File: src/rtl/eeprom_pp_pkg.sv
// Shared definitions for the EEPROM page buffer and program sequencer.
package eeprom_pp_pkg;
    localparam int DATA_W = 8;
    typedef logic [DATA_W-1:0] data_t;
    typedef enum logic {SEQ_IDLE = 1'b0, SEQ_RUN = 1'b1} seq_state_t;
endpackage

File: src/rtl/epp_fill_ctrl.sv
// Fill control: tracks how many bytes the page holds, the next slot to
// write and whether the transfer was aborted. Decides refusal (nack) and
// program start. Input priority while idle: address load, then byte,
// then STOP. Assumes PAGE_BYTES is a power of two. All inputs are
// ignored while busy.
module epp_fill_ctrl #(
    parameter int PAGE_BYTES   = 8,
    parameter int IDX_W        = 3,
    parameter int CNT_W        = 4,
    parameter bit WRAP_ON_FULL = 1'b1
) (
    input  logic             clk,
    input  logic             rst_n,
    input  logic             busy,
    input  logic             addr_load,
    input  logic             byte_valid,
    input  logic             stop_pulse,
    output logic             wr_en,
    output logic [IDX_W-1:0] wr_idx,
    output logic [CNT_W-1:0] fill_cnt,
    output logic             nack_req,
    output logic             prog_start
);
    localparam logic [CNT_W-1:0] CNT_FULL = CNT_W'(PAGE_BYTES);

    logic [CNT_W-1:0] cnt_q;
    logic [IDX_W-1:0] ptr_q;
    logic             aborted_q;
    logic             full;
    logic             refuse;
    logic             take_byte;

    // Refusal and acceptance decisions for the byte offered this cycle.
    always_comb begin
        full       = (cnt_q == CNT_FULL);
        refuse     = aborted_q || (full && !WRAP_ON_FULL);
        take_byte  = byte_valid && !busy && !addr_load;
        nack_req   = take_byte && refuse;
        wr_en      = take_byte && !refuse;
        prog_start = stop_pulse && !busy && !addr_load && !byte_valid
                     && (cnt_q != '0) && !aborted_q;
    end

    assign wr_idx   = ptr_q;
    assign fill_cnt = cnt_q;

    // Fill count, slot pointer and abort flag.
    always_ff @(posedge clk) begin
        if (!rst_n) begin
            cnt_q     <= '0;
            ptr_q     <= '0;
            aborted_q <= 1'b0;
        end else if (!busy) begin
            if (addr_load) begin
                cnt_q     <= '0;
                ptr_q     <= '0;
                aborted_q <= 1'b0;
            end else if (byte_valid) begin
                if (refuse) begin
                    aborted_q <= 1'b1;
                    cnt_q     <= '0;
                end else begin
                    ptr_q <= ptr_q + 1'b1;
                    if (!full) begin
                        cnt_q <= cnt_q + 1'b1;
                    end
                end
            end else if (stop_pulse) begin
                cnt_q     <= '0;
                ptr_q     <= '0;
                aborted_q <= 1'b0;
            end
        end
    end
endmodule

File: src/rtl/epp_page_buffer.sv
// Page buffer: one register per slot, written by slot index and read
// combinationally. Holds data only, so it has no reset.
module epp_page_buffer
    import eeprom_pp_pkg::*;
#(
    parameter int PAGE_BYTES = 8,
    parameter int IDX_W      = 3
) (
    input  logic             clk,
    input  logic             wr_en,
    input  logic [IDX_W-1:0] wr_idx,
    input  data_t            wr_data,
    input  logic [IDX_W-1:0] rd_idx,
    output data_t            rd_data
);
    data_t slot_q [PAGE_BYTES];

    for (genvar g = 0; g < PAGE_BYTES; g++) begin : g_slot
        // Capture the byte addressed to this slot.
        always_ff @(posedge clk) begin
            if (wr_en && (wr_idx == IDX_W'(g))) begin
                slot_q[g] <= wr_data;
            end
        end
    end

    assign rd_data = slot_q[rd_idx];
endmodule

File: src/rtl/epp_prog_seq.sv
// Program sequencer: after a start pulse, steps through fill_cnt slots.
// It holds each slot for PROG_CYCLES cycles and strobes the write in the
// last of them. Assumes fill_cnt is nonzero at start and PROG_CYCLES >= 1.
module epp_prog_seq
    import eeprom_pp_pkg::*;
#(
    parameter int IDX_W       = 3,
    parameter int CNT_W       = 4,
    parameter int PROG_CYCLES = 4
) (
    input  logic             clk,
    input  logic             rst_n,
    input  logic             prog_start,
    input  logic [CNT_W-1:0] fill_cnt,
    output logic             busy,
    output logic [IDX_W-1:0] rd_idx,
    output logic             mem_we
);
    localparam int TMR_W = (PROG_CYCLES > 1) ? $clog2(PROG_CYCLES) : 1;
    localparam logic [TMR_W-1:0] TMR_LAST = TMR_W'(PROG_CYCLES - 1);

    seq_state_t       state_q;
    logic [CNT_W-1:0] idx_q;
    logic [CNT_W-1:0] last_q;
    logic [TMR_W-1:0] tmr_q;

    // Sequence state, slot index and per-byte timer.
    always_ff @(posedge clk) begin
        if (!rst_n) begin
            state_q <= SEQ_IDLE;
            idx_q   <= '0;
            last_q  <= '0;
            tmr_q   <= '0;
        end else if (state_q == SEQ_IDLE) begin
            if (prog_start) begin
                state_q <= SEQ_RUN;
                idx_q   <= '0;
                last_q  <= fill_cnt - 1'b1;
                tmr_q   <= '0;
            end
        end else if (tmr_q == TMR_LAST) begin
            tmr_q <= '0;
            if (idx_q == last_q) begin
                state_q <= SEQ_IDLE;
            end else begin
                idx_q <= idx_q + 1'b1;
            end
        end else begin
            tmr_q <= tmr_q + 1'b1;
        end
    end

    assign busy   = (state_q == SEQ_RUN);
    assign mem_we = busy && (tmr_q == TMR_LAST);
    assign rd_idx = idx_q[IDX_W-1:0];
endmodule

File: src/rtl/eeprom_page_prog.sv
// Top level: page buffer and self-timed program sequencer behind a
// serial-bus slave engine. Latches the start address, buffers up to
// PAGE_BYTES bytes, and programs them on STOP. The page is 2 bytes
// (overflow aborts) or 8 bytes (overflow wraps). Assumes ADDR_W exceeds
// log2(PAGE_BYTES).
module eeprom_page_prog
    import eeprom_pp_pkg::*;
#(
    parameter int ADDR_W      = 9,
    parameter int PAGE_BYTES  = 8,
    parameter int PROG_CYCLES = 4
) (
    input  logic              clk,
    input  logic              rst_n,
    input  logic              addr_load,
    input  logic [ADDR_W-1:0] addr_in,
    input  logic              byte_valid,
    input  logic [DATA_W-1:0] byte_data,
    input  logic              stop_pulse,
    output logic              nack_req,
    output logic              busy,
    output logic              mem_we,
    output logic [ADDR_W-1:0] mem_addr,
    output logic [DATA_W-1:0] mem_wdata
);
    localparam int IDX_W        = $clog2(PAGE_BYTES);
    localparam int CNT_W        = IDX_W + 1;
    localparam bit WRAP_ON_FULL = (PAGE_BYTES > 2);

    logic [ADDR_W-1:0] base_q;
    logic              wr_en;
    logic [IDX_W-1:0]  wr_idx;
    logic [CNT_W-1:0]  fill_cnt;
    logic              prog_start;
    logic [IDX_W-1:0]  rd_idx;
    data_t             rd_data;
    logic [IDX_W-1:0]  low_addr;

    // Start address register, loaded only while idle.
    always_ff @(posedge clk) begin
        if (!rst_n) begin
            base_q <= '0;
        end else if (addr_load && !busy) begin
            base_q <= addr_in;
        end
    end

    epp_fill_ctrl #(
        .PAGE_BYTES  (PAGE_BYTES),
        .IDX_W       (IDX_W),
        .CNT_W       (CNT_W),
        .WRAP_ON_FULL(WRAP_ON_FULL)
    ) u_fill (
        .clk       (clk),
        .rst_n     (rst_n),
        .busy      (busy),
        .addr_load (addr_load),
        .byte_valid(byte_valid),
        .stop_pulse(stop_pulse),
        .wr_en     (wr_en),
        .wr_idx    (wr_idx),
        .fill_cnt  (fill_cnt),
        .nack_req  (nack_req),
        .prog_start(prog_start)
    );

    epp_page_buffer #(
        .PAGE_BYTES(PAGE_BYTES),
        .IDX_W     (IDX_W)
    ) u_buf (
        .clk    (clk),
        .wr_en  (wr_en),
        .wr_idx (wr_idx),
        .wr_data(byte_data),
        .rd_idx (rd_idx),
        .rd_data(rd_data)
    );

    epp_prog_seq #(
        .IDX_W      (IDX_W),
        .CNT_W      (CNT_W),
        .PROG_CYCLES(PROG_CYCLES)
    ) u_seq (
        .clk       (clk),
        .rst_n     (rst_n),
        .prog_start(prog_start),
        .fill_cnt  (fill_cnt),
        .busy      (busy),
        .rd_idx    (rd_idx),
        .mem_we    (mem_we)
    );

    // Only the low address bits step; the page bits stay fixed.
    assign low_addr  = base_q[IDX_W-1:0] + rd_idx;
    assign mem_addr  = {base_q[ADDR_W-1:IDX_W], low_addr};
    assign mem_wdata = rd_data;
endmodule

File: config.mk
export PLATFORM = sky130hd
export DESIGN_NAME = eeprom_page_prog
export DESIGN_NICKNAME = d
export VERILOG_FILES = /design/src/rtl/eeprom_pp_pkg.sv /design/src/rtl/epp_fill_ctrl.sv /design/src/rtl/epp_page_buffer.sv /design/src/rtl/epp_prog_seq.sv /design/src/rtl/eeprom_page_prog.sv
export SDC_FILE = /design/constraint.sdc
export NUM_CORES = 1
export LEC_CHECK = 0
export CAP_MARGIN = 10
export CORE_ASPECT_RATIO = 1.5
export CORE_MARGIN = 3
export CORE_UTILIZATION = 40
export CTS_BUF_LIST = sky130_fd_sc_hd__clkbuf_8
export DETAILED_ROUTE_END_ITERATION = 16
export GPL_TIMING_DRIVEN = 1
export RECOVER_POWER = 25
export SLEW_MARGIN = 30
export SYNTH_ARGS = -nofsm -noshare
export SYNTH_HDL_FRONTEND = slang
export SYNTH_SLANG_ARGS = --single-unit
File: constraint.sdc
create_clock -name clk -period 2.65 [get_ports clk]
set_clock_uncertainty 0.2 [all_clocks]
set_input_delay 0.3975 -clock clk [delete_from_list [all_inputs] [get_ports clk]]
set_output_delay 0.3975 -clock clk [all_outputs]
set_load 0.01 [all_outputs]
# Yosys cells after proc, flatten, opt, wreduce, memory -nomap -nowiden
# Memories as Yosys holds them, arrays and structs flattened. A register that Yosys moved wholly into a read port is not among the register bits.
# Cells that the tools add are included.
# word_totals
register_bits	28
ramBits	64
in_bits	22
output_inout_bits	20
wordCells	132
memories	1
# op_classes
addsub	6
eq_ne	14
n_mux	63
bitwise_logic	1
reduce_logical	39
# memory_table
name	words	word_bits	rd	rd_ports_with_merged_regs	wr	line	source
u_buf.slot_q	8	8	1	1	1	epp_page_buffer.sv:16	data_t slot_q [PAGE_BYTES];
# op_table
cell	n
two-way mux 8 bit	7
OR reduction 8 bit	7
two-way mux 3 bit	13
two-way mux 4 bit	9
two-way mux 1 bit	31
logical AND 1 bit	19
equality test 3 bit (second input constant)	4
AND reduction 3 bit	3
adder 4 x 1 -> 4 bit (second input constant)	2
equality test 3 x 2 -> 1 bit (second input constant)	2
two-way mux 2 bit	3
equality test 4 bit	1
equality test 4 bit (second input constant)	1
zero test 1 bit	4
inequality test 2 bit (second input constant)	2
inequality test 4 x 3 -> 1 bit (second input constant)	1
AND reduction 2 bit	2
nonzero test 4 bit	1
subtractor 4 x 1 -> 4 bit (second input constant)	1
adder 3 x 1 -> 3 bit (second input constant)	1
adder 3 bit	1
equality test 3 x 1 -> 1 bit (second input constant)	1
zero test 3 bit	1
inequality test 3 bit (second input constant)	1
5 further kinds	5

# Longest topological paths before layout
# depth
word_depth	15
mapped_depth	6
ltp_nobuf	6

# Hierarchy
# Synthesis repeated with hierarchy kept, for this count alone.
# hier_totals
hier_cells	267
hier_area_um2	3981.3
# by_module_without_submodules
module	instances	cells_per_inst	area_per_inst_um2	seq_area_each_um2
epp_page_buffer	1	106	2531.2	1921.8
epp_prog_seq	1	64	590.6	220.2
eeprom_page_prog	1	50	435.4	180.2
epp_fill_ctrl	1	47	424.2	140.1

# Worst setup path after synthesis
# OpenSTA, ideal clock, no wires.
# synth_timing
path_kind	flip-flop to output port
from	reg with a tool-made name
to	out mem_wdata[0]
t_arrival_ns	1.467
required_time_ns	2.053
slack_ns	0.585
path_stages_with_launch	5
n_path_buf	2
cell_sequence	dfxtp_1 buf_4 buf_4 mux4_2 mux2_2
# synth_rtl
element	line	source
to (decl)	eeprom_page_prog.sv:24	output logic [DATA_W-1:0] mem_wdata

==> flow_metrics.py <==
metrics = {
    "finish": {
        "fin_util": 0.503,
        "insertedDiodeCount": 0,
        "final_nets": 358,
        "multi_input_area_sq_mm": 0.00128,
        "final_cells": 441,
        "area_delta_synth_final_pct": 20.2,
        "fin_area_sq_mm": 0.00473,
        "drive_above_1_share": 0.170,
        "fillerInstances": 802,
        "regArea_sq_mm": 0.00253,
        "final_common_cell": "edfxtp_1",
        "final_cell_mix": "edfxtp_1 (64), dfxtp_1 (28), nand2_1 (27), clkdlybuf4s50_1 (24), a21oi_1 (20)",
    },
    "global_routing": {
        "grt_pass1_wl_um": 11500,
        "grt_max_degree": 25,
        "grt_use_total": 0.138,
        "antenna_found_initial": 0,
        "grt_pass1_vias": 2296,
        "grt_remaining_overflow": 0,
    },
    "synthesis": {
        "syn-num-nets": 311,
        "netlist.area_leader.share": 0.488,
        "ys_seq_elements": 94,
        "seq_area_frac_synth": 0.640,
        "synthTopCellsByArea": "edfxtp_1 (49%), dfxtp_1 (15%), mux4_2 (9.1%)",
        "synth_top_area_cell": "edfxtp_1",
        "synthCells": 277,
        "synth_area_sq_mm": 0.00394,
        "synth.avg_cell_area_sq_um": 14.2,
        "ys_warn_count": 0,
        "ys_types": 40,
    },
    "route": {
        "wire_per_inst_um": 15.9,
        "ant_nets": 0,
        "viasPerCell": 5.12,
        "post-route-drc-count": 0,
        "dr.first_iter.drc_count": 95,
        "vias": 2260,
        "drt_pass1_iterations": 4,
        "wirelength_um": 7000,
    },
    "clocking": {
        "numCtsBuffers": 9,
        "post_cts_buffers": 0,
        "clk_path_buf_depth": 2,
        "cts_hold_buf": 0,
        "root_buffer": "clkbuf_8",
        "cts_tree": "done",
        "clock_latency_ps": 350,
        "cts.sinks": 94,
        "cts_htree_levels": 3,
        "clk_pin_slew_ps": 90,
    },
    "floorplanning": {
        "die_w_um": 87.0,
        "pin_count": 42,
        "fp.dieH_um": 128,
        "start_util": 0.418,
        "num_rows": 43,
        "die_area_sq_mm": 0.0111,
        "core_area_sq_mm": 0.00942,
    },
    "timing": {
        "max-slew-margin-rel": 0.566,
        "worst_pin_slew_ps": 647,
        "rsz0062_at_grt": "false",
        "fmax_ghz": 0.391,
        "final.min_clock_period_ps": 2560,
        "hold_viol": 0,
        "drv_slew": 0,
        "setup_violations": 0,
        "tns_ps": 0,
        "finalCritPeriodShare": 0.966,
    },
    "power": {
        "power_leakage_nw": 1.66,
        "powerDensity_mw_per_mm2": 587,
        "ir_drop_uv": 312,
        "finalPower_mw": 2.78,
    },
    "critical_path": {
        "start_kind": "register",
        "slowest_delay_ps": 490,
        "path_class": "register to primary output",
        "cp_data_arrival_time_ps": 1960,
        "rr_startpoint": "u_fill.fill_cnt[0]$_SDFFE_PN0P_",
        "critPathMaxFanout": 8,
        "required_ps": 2050,
        "crit_chain": "buf_12 -> mux4_2 -> mux2_2 -> dlygate4sd2_1",
        "worstSetupEndpointType": "primary output",
        "worst_path_max_delay_cell": "mux4_2",
    },
    "hold_path": {
        "holdCritStartpoint": "base_q[5]$_SDFFE_PN0P_",
        "min_path_type": "register to register",
    },
    "place": {
        "dp.cells": 424,
        "dp_hpwl_um": 4730,
        "port_buffers": 40,
        "place_area_sq_mm": 0.00449,
        "gp_congestion": 0.756,
    },
    "run": {
        "maxCapViolations": 0,
    },
    "run_status": {
        "outcome": "completed",
    },
}
registers in the layout, indices dropped and copies added, names as in the netlist, named ones only:
name / count
u_seq.last_q: 4
u_fill.fill_cnt: 4
u_seq.idx_q: 4
base_q: 9
u_seq.tmr_q: 2
u_fill.wr_idx: 3
u_seq.busy: 1
u_buf.slot_q: 64
cell usage after synthesis (all sizes together):
| cell | count |
|---|---|
| o31ai | 1 |
| xor2 | 4 |
| nor2b | 4 |
| dfxtp | 30 |
| nand3b | 2 |
| fa | 1 |
| and3b | 2 |
| nand2b | 5 |
| o41ai | 1 |
| nor3 | 9 |
| buf | 12 |
| mux2 | 8 |
| conb | 1 |
| a31oi | 4 |
| mux4 | 16 |
| xnor2 | 4 |
| a21o | 1 |
| o21a | 1 |
| o21ai | 3 |
| edfxtp | 64 |
| ha | 11 |
| mux2i | 1 |
| nand2 | 27 |
| or2 | 1 |
| nand3 | 10 |
| or4 | 2 |
| a211oi | 3 |
| nor4b | 1 |
| inv | 9 |
| clkbuf | 6 |
| o41a | 1 |
| and2 | 1 |
| a21oi | 20 |
| a311oi | 2 |
| nor2 | 8 |
| or3 | 1 |
layer usage:
layer  wire length, um  up-vias  GRT usage
met2              3650       57      0.235
met1              2940     1077      0.168
met3               312        8     0.0258
li1                  -     1118          -
met5                 0        -          0
met4                98        0     0.0606
metrics by stage:
stage	hold slack (ps)	worst slack [ps]
floorplan	237	585
global placement	243	246
detailed placement	249	230
CTS	261	25.5
global route	294	8.27
finish	256	90.1
path summary, 6_finish.rpt:
| check | end | slack, ps | cells past startpoint |
|---|---|---|---|
| min reg2reg | base_q[5]$_SDFFE_PN0P_ | 260 | 2 |
| max reg2reg | u_fill.fill_cnt[2]$_SDFFE_PN0P_ | 680 | 6 |
| min | base_q[5]$_SDFFE_PN0P_ | 260 | 2 |
| max | mem_wdata[7] | 90 | 4 |
report_power, final:
group          switching [mW]  internal, mW
clock network           0.476         0.557
logic                  0.0736        0.0772
registers              0.0113          1.58
total                   0.561          2.22
worst max-delay path, delay by kind of cell (launching register included):
family   cells  cell delay (ps)
flops        1              400
buf+inv      2              430
mux          2              770
cell type report:
cell class | instances | area share
Tap cell | 112 | 0.0296
Multi-Input combinational cell | 156 | 0.270
Inverter | 9 | 0.00714
Sequential cell | 94 | 0.534
Timing Repair Buffer | 54 | 0.112
Clock buffer | 10 | 0.0291
Clock inverter | 6 | 0.0182
kinds of logic after synthesis:
logic type | share of synthesized area
multiplexers | 0.117
buffers and inverters | 0.0349
XOR/XNOR | 0.0178
AO/OA/AOI/OAI | 0.0584
AND/OR/NAND/NOR | 0.0908
flip-flops | 0.640
other | 0.000952
adder cells (fa/ha/maj) | 0.0400
repair_timing:
| item | in CTS | in global routing |
|---|---|---|
| endpoints found under the setup margin | 9 | 4 |
| cloned | 1 | 0 |
| hold endpoints to repair | 0 | 0 |
| gates resized for setup | 11 | 3 |
Note: power is estimated with default switching activity, not from simulation.
